### src/rtl/irq_vec_pkg.sv
package irq_vec_pkg;

    typedef enum logic [0:0] {
        ST_QUIET  = 1'b0,
        ST_RAISED = 1'b1
    } irq_state_e;

endpackage

### src/rtl/irq_pend_reg.sv
module irq_pend_reg #(
    parameter int N_LINES = 16
) (
    input  logic               clk,
    input  logic               rst_n,
    input  logic [N_LINES-1:0] req_i,
    output logic [N_LINES-1:0] pend_o
);

    // Level-following capture: each bit mirrors its line one edge later.
    for (genvar g = 0; g < N_LINES; g++) begin : g_line
        always_ff @(posedge clk or negedge rst_n) begin
            if (!rst_n) pend_o[g] <= 1'b0;
            else        pend_o[g] <= req_i[g];
        end
    end

endmodule

### src/rtl/irq_mask_reg.sv
module irq_mask_reg #(
    parameter int               N_LINES  = 16,
    parameter logic [N_LINES-1:0] MASK_RST = 16'h0010
) (
    input  logic               clk,
    input  logic               rst_n,
    input  logic               wr_en_i,
    input  logic [N_LINES-1:0] wdata_i,
    output logic [N_LINES-1:0] mask_o,
    output logic [N_LINES-1:0] mask_next_o
);

    always_comb begin
        mask_next_o = wr_en_i ? wdata_i : mask_o;
    end

    always_ff @(posedge clk or negedge rst_n) begin
        if (!rst_n) mask_o <= MASK_RST;
        else        mask_o <= mask_next_o;
    end

endmodule

### src/rtl/irq_prio_enc.sv
module irq_prio_enc #(
    parameter int N_LINES = 16,
    parameter int CODE_W  = 7
) (
    input  logic [N_LINES-1:0] qual_i,
    output logic [CODE_W-1:0]  code_o
);

    // Scan from the top down so the lowest qualifying line wins last.
    always_comb begin
        code_o = '0;
        for (int i = N_LINES - 1; i >= 0; i--) begin
            if (qual_i[i]) code_o = CODE_W'((i + 1) * 4);
        end
    end

endmodule

### src/rtl/irq_out_fsm.sv
module irq_out_fsm
    import irq_vec_pkg::*;
(
    input  logic clk,
    input  logic rst_n,
    input  logic any_next_i,
    output logic irq_o
);

    irq_state_e state_q, state_d;

    always_comb begin
        state_d = state_q;
        unique case (state_q)
            ST_QUIET:  if (any_next_i)  state_d = ST_RAISED;
            ST_RAISED: if (!any_next_i) state_d = ST_QUIET;
            default:   state_d = ST_QUIET;
        endcase
    end

    always_ff @(posedge clk or negedge rst_n) begin
        if (!rst_n) state_q <= ST_QUIET;
        else        state_q <= state_d;
    end

    always_comb begin
        irq_o = (state_q == ST_RAISED);
    end

endmodule

### src/rtl/irq_vector_ctrl.sv
module irq_vector_ctrl #(
    parameter int                 N_LINES  = 16,
    parameter int                 DATA_W   = 16,
    parameter int                 ADDR_W   = 12,
    parameter logic [N_LINES-1:0] MASK_RST = 16'h0010,
    parameter logic [ADDR_W-1:0]  OFF_SRC  = 12'h000,
    parameter logic [ADDR_W-1:0]  OFF_MASK = 12'h002
) (
    input  logic              clk,
    input  logic              rst_n,
    input  logic [15:0]       req_i,
    input  logic [11:0]       reg_addr_i,
    input  logic              reg_we_i,
    input  logic [15:0]       reg_wdata_i,
    output logic [15:0]       reg_rdata_o,
    output logic              irq_o
);

    localparam int CODE_W = $clog2(N_LINES + 1) + 2;

    logic [N_LINES-1:0] pend_q;
    logic [N_LINES-1:0] mask_q;
    logic [N_LINES-1:0] mask_d;
    logic [N_LINES-1:0] qual;
    logic [CODE_W-1:0]  code;
    logic               mask_wr;
    logic               any_next;
    logic [DATA_W-1:0]  mask_ext;
    logic [DATA_W-1:0]  code_ext;

    assign mask_wr = reg_we_i && (reg_addr_i == OFF_MASK);

    irq_pend_reg #(.N_LINES(N_LINES)) u_pend (
        .clk    (clk),
        .rst_n  (rst_n),
        .req_i  (req_i),
        .pend_o (pend_q)
    );

    irq_mask_reg #(.N_LINES(N_LINES), .MASK_RST(MASK_RST)) u_mask (
        .clk         (clk),
        .rst_n       (rst_n),
        .wr_en_i     (mask_wr),
        .wdata_i     (reg_wdata_i[N_LINES-1:0]),
        .mask_o      (mask_q),
        .mask_next_o (mask_d)
    );

    assign qual     = pend_q & mask_q;
    assign any_next = |(req_i & mask_d);

    irq_prio_enc #(.N_LINES(N_LINES), .CODE_W(CODE_W)) u_enc (
        .qual_i (qual),
        .code_o (code)
    );

    irq_out_fsm u_fsm (
        .clk        (clk),
        .rst_n      (rst_n),
        .any_next_i (any_next),
        .irq_o      (irq_o)
    );

    always_comb begin
        mask_ext = '0;
        mask_ext[N_LINES-1:0] = mask_q;
        code_ext = '0;
        code_ext[CODE_W-1:0] = code;
    end

    always_comb begin
        if (reg_addr_i == OFF_SRC)       reg_rdata_o = code_ext;
        else if (reg_addr_i == OFF_MASK) reg_rdata_o = mask_ext;
        else                             reg_rdata_o = '0;
    end

endmodule

### config.mk
export PLATFORM = sky130hd
export DESIGN_NAME = irq_vector_ctrl
export DESIGN_NICKNAME = d
export VERILOG_FILES = /design/src/rtl/irq_vec_pkg.sv /design/src/rtl/irq_pend_reg.sv /design/src/rtl/irq_mask_reg.sv /design/src/rtl/irq_prio_enc.sv /design/src/rtl/irq_out_fsm.sv /design/src/rtl/irq_vector_ctrl.sv
export SDC_FILE = /design/constraint.sdc
export NUM_CORES = 1
export LEC_CHECK = 0
export BUFFER_PORTS_ARGS = -buffer_cell sky130_fd_sc_hd__buf_2
export CAP_MARGIN = 40
export CELL_PAD_IN_SITES_DETAIL_PLACEMENT = 0
export CELL_PAD_IN_SITES_GLOBAL_PLACEMENT = 1
export CORE_ASPECT_RATIO = 0.9
export CORE_MARGIN = 1
export CORE_UTILIZATION = 33
export DETAILED_ROUTE_END_ITERATION = 6
export MAX_ROUTING_LAYER = met4
export PLACE_DENSITY = 0.77
export SLEW_MARGIN = 5
export SYNTH_ARGS = -nofsm -noshare
export SYNTH_HDL_FRONTEND = slang
export SYNTH_SLANG_ARGS = --single-unit
### constraint.sdc
create_clock -name clk -period 1.3 [get_ports clk]
set_input_delay 0 -clock clk [delete_from_list [all_inputs] [get_ports clk]]
set_output_delay 0 -clock clk [all_outputs]
set_load 0.1 [all_outputs]
# Word level (Yosys, flattened, before mapping)

Cells that the tools add are included.

Equality and inequality tests: 1
Bitwise operators: 2
Reductions and logical operators: 3
Mux-type cells: 20

Operators by type and width:

| cell                | number |
|---|---|
| $mux 7              | 16 |
| $mux 16             | 3 |
| $and 16x16->16      | 2 |
| $reduce_or 16->1    | 1 |
| $eq 12x2->1 const B | 1 |
| $logic_not 12->1    | 1 |
| $logic_and 1x1->1   | 1 |
| $mux 1              | 1 |

Bits of input ports: 47
Register bits: 33

# Depth between registers and ports, before layout

Word-level depth: 18
Depth in mapped cells: 7
Gate-level depth less buffers: 6

# By module

From an unflattened synthesis, not the netlist that was laid out.

Cell total of the unflattened synthesis: 142
Area total of the unflattened synthesis: 1660.3 um2

By module, submodules not included:

| module          | times used | area an instance (um2) | cells an instance |
|---|---|---|---|
| irq_mask_reg    | 1          | 650.6                  | 34 |
| irq_pend_reg    | 1          | 400.4                  | 16 |
| irq_vector_ctrl | 1          | 399.1                  | 57 |
| irq_prio_enc    | 1          | 185.2                  | 34 |
| irq_out_fsm     | 1          | 25.0                   | 1 |

# Worst setup path before layout

No wires, ideal clock.

Path type: register to output
From: reg u_mask.mask_o[10]
To: out reg_rdata_o[3]
Arrival: 2.852 ns
Path buffers: 0
Setup slack: -1.552 ns
Stages on the path, launching flop included: 6
Cells stage by stage: dfrtp_1 -> a22o_1 -> a31oi_1 -> o21ai_0 -> a31oi_1 -> nor3_1

Word-level cells in the longest chain between the ends: 13

Ends and longest elaborated chain:

| element                | RTL line              | source |
|---|---|---|
| start, declared        | irq_mask_reg.sv:9     | `output logic [N_LINES-1:0] mask_o,` |
| start signal, assigned | irq_mask_reg.sv:19    | `else mask_o <= mask_next_o;` |
| $and 16x16->16         | irq_vector_ctrl.sv:49 | `assign qual = pend_q & mask_q;` |
| $mux 7 (11 in series)  | irq_prio_enc.sv:13    | `if (qual_i[i]) code_o = CODE_W'((i + 1) * 4);` |
| $mux 16                | irq_vector_ctrl.sv:72 | `if (reg_addr_i == OFF_SRC) reg_rdata_o = code_ext;` |
| end, declared          | irq_vector_ctrl.sv:15 | `output logic [15:0] reg_rdata_o,` |

No other way between the ends.

# Worst setup path after layout

From: reg u_mask.mask_o[13]
To: out reg_rdata_o[2]

Word-level cells in the longest chain between the ends: 16

Ends and longest elaborated chain:

| element               | RTL line |
|---|---|
| $and 16x16->16        | irq_vector_ctrl.sv:49 |
| $mux 7 (14 in series) | irq_prio_enc.sv:13 |
| $mux 16               | irq_vector_ctrl.sv:72 |

No other way between the ends.

==> summary.md <==
| Metric | Value |
|---|---|
| Synth Instances | `162` |
| Place WS | `-515 ps` |
| Routed WL | `5.28 mm` |
| Crit path from | `u_mask.mask_o[13]` |
| Post-synthesis cell type count | `33` |
| CP Class | `flop to primary output` |
| Finish-stage setup viols | `17` |
| Reg-to-reg startpoint | `u_mask.mask_o[14]` |
| P_int | `1780 uW` |
| Clk buf depth | `2` |
| Crit-path cells | `nand2_2 -> a32o_1 -> a222oi_1 -> o211ai_1 -> nand3_2 -> a31oi_4 -> buf_12` |
| Grt total ovfl | `0` |
| H-tree Lvls | `2` |
| Layout fillers | `377` |
| Failing checks | `negative setup slack` |
| Clk_lat worst skew | `290 ps` |
| Total Power | `2310 uW` |
| Endpoints failing hold | `0` |
| Syn Nets | `209` |
| CP max stage cell | `dfrtp_1` |
| Critical Path AT | `1770 ps` |
| Multi-input logic area | `1130 um^2` |
| Most common cell after layout, fill and taps aside | `buf_2` |
| Warnings, synthesis | `0` |
| Area delta synth->final | `97.0%` |
| Residual DRC | `0` |
| Setup Skew | `1.51 ps` |
| Sequential share of the synthesized area | `48.1%` |
| P per Cell Area | `681 nW/um^2` |
| Yosys top cell by area | `dfrtp_1` |
| Drt first-iter violations | `105` |
| Period Utilization, post-route | `136%` |
| Worst setup SP type | `flop` |
| Largest net degree at the start of global routing | `34` |
| Async SR Flop Fraction | `100%` |
| N_diodes | `0` |
| Status | `finished, violations left` |
| Layout cells sized above 1 | `56.4%` |
| Die area | `5510 um^2` |
| RePlAce Congestion | `0.832` |
| Final hold slack | `263 ps` |
| # rows | `24` |
| Synth top area cells | `dfrtp_1 47%, mux2_2 10%, nand2_1 9.4%` |
| First-pass GRT wire length | `8.58 mm` |
| Die Wd | `78.1 um` |
| Dominant synthesized flop cell | `dfrtp_1` |
| Vias in the first global route | `1825` |
| Via count | `1753` |
| Average wire per standard cell | `14.4 um` |
| Crit end category | `primary output` |
| Switching Share | `23.0%` |
| Dpl hpwl | `3.62 mm` |
| Gate power share | `12.0%` |
| Max IR drop VDD | `0.416 mV` |
| Root Driver | `clkbuf_8` |
| Most frequent cells in the layout | `45 x buf_2, 37 x nand2_1, 33 x dlygate4sd3_1` |
| Setup TNS Final | `-3310 ps` |
| Area of the mapped netlist | `1720 um^2` |
| CP max FO | `2` |
| P_leak | `0.00158 uW` |
| Top Usage Layer GRT | `met2` |
| Cts bufs inserted | `5` |
| Highest clock rate | `565 MHz` |
| Drt first pass iters | `4` |
| Slew Viols, Final | `0` |
| CTS tree | `done` |
| Worst path max stage delay | `360 ps` |
| Worst-Margin Slew | `484 ps` |
| Min-delay worst type | `input pin to asynchronous set/reset pin` |
| Top cell type's share of synthesized area | `46.5%` |
| Register area | `827 um^2` |
| Yosys reg bits | `33` |
| Power share of the clock group | `41.6%` |
| EDFF count, synth | `0` |
| CP Data Required Time | `1300 ps` |
| R2r setup slk | `-160 ps` |
| Met3 usage | `5.36%` |
| Mean post-synth cell area | `10.6 um^2` |
| Sink Count | `33` |
| P_sw | `531 uW` |
| Worst-path clk slew | `70 ps` |
| Initial Util | `34.9%` |
| GR Layer Usage met1 | `27.1%` |
| Port bufs | `63` |
| Nets@finish | `349` |
| GRT Total Usage | `21.4%` |
| Vias per inst | `4.76` |
| Number of top-level pins | `64` |
| Core ar. | `4920 um^2` |
| Final worst slack | `-469 ps` |
| RSZ-0062 raised after global routing | `yes` |
| Die H | `70.5 um` |
| Met2 GRT Util | `33.8%` |
| MaxCap Viol Count | `0` |
| Part of the power in registers | `46.4%` |
| Final ANT Viol Nets | `0` |
| Initial antenna violation count | `0` |
| Minimum clock period | `1770 ps` |
| Headroom to the max-slew limit | `68.0%` |
-- power groups by stage --
stage	clock, uW	combinational [uW]	sequential (uW)
after detailed placement	0	186	1090
final	961	276	1070
after CTS	978	273	1070
after floorplan	0	40.6	1090
after global routing	1030	302	1070
after global placement	0	185	1090
-- per-stage QoR --
| step | utilization, % | instances | area (um^2) |
|---|---|---|---|
| finish | 68.8 | 368 | 3390 |
| CTS | 67.6 | 368 | 3330 |
| floorplan | - | 162 | 1880 |
| global route | 68.8 | 368 | 3390 |
| detailed placement | 55.5 | 320 | 2740 |
| global placement | 55.5 | 320 | 2740 |
-- cells by family after synthesis --
family / Yosys count / synth area share [%]
buffers and inverters: 5 / 2.11
AOI/OAI and AO/OA: 23 / 10.5
DFF: 33 / 48.1
and+or+nand+nor: 73 / 21.9
muxes: 28 / 17.5
-- repair_timing --
| item | in CTS | in global routing |
|---|---|---|
| setup buffers | 7 | 2 |
| gates resized for setup | 27 | 16 |
| hold buffers | 33 | 0 |
| setup endpoints to repair | 17 | 18 |
| cloned | 2 | 0 |
| pin swaps | 28 | 18 |
| endpoints found under the hold margin | 65 | 0 |
-- metal layers --
| metal | routed length (um) | up-vias |
|---|---|---|
| met4 | 93 | 0 |
| met3 | 270 | 8 |
| met1 | 2420 | 828 |
| met5 | 0 | - |
| met2 | 2500 | 57 |
| li1 | - | 860 |
-- synth_stat cells, types with 3 or more instances --
master,instances
nand3_1,5
nor3_1,3
a21oi_1,3
dfrtp_1,32
nand2_1,43
a22o_1,3
nor2_1,5
and2_1,11
a31oi_1,3
mux2i_1,12
mux2_2,16
-- area by class of cell --
class                           count  share of cell area, %
Clock buffer                        6                   2.14
Timing Repair Buffer              136                   36.7
Inverter                            1                  0.111
Tap cell                           65                   2.40
Clock inverter                      2                   1.03
Sequential cell                    33                   24.4
Multi-Input combinational cell    125                   33.2
-- path summary, 6_finish.rpt --
check	cells past startpoint	endpoint
worst max-delay path	7	reg_rdata_o[2]
worst min-delay path	3	u_mask.mask_o[12]
worst max register to register	5	u_fsm.irq_o
worst min register to register	1	u_mask.mask_o[15]
max in group asynchronous	3	u_mask.mask_o[4]
min in group clk	5	u_mask.mask_o[10]
-- state kept, by name, indices dropped and copies added (netlist names) --
register,cells
u_fsm.irq_o,1
u_mask.mask_o,16
u_pend.pend_o,16
-- worst max-delay path, delay by kind of cell, from the launching register on --
kind	cells	cell delay, ps
flops	1	360
compound gates	4	770
buf+inv	1	180
simple gates	2	180
No activity file was read; power rests on OpenSTA's default activity.
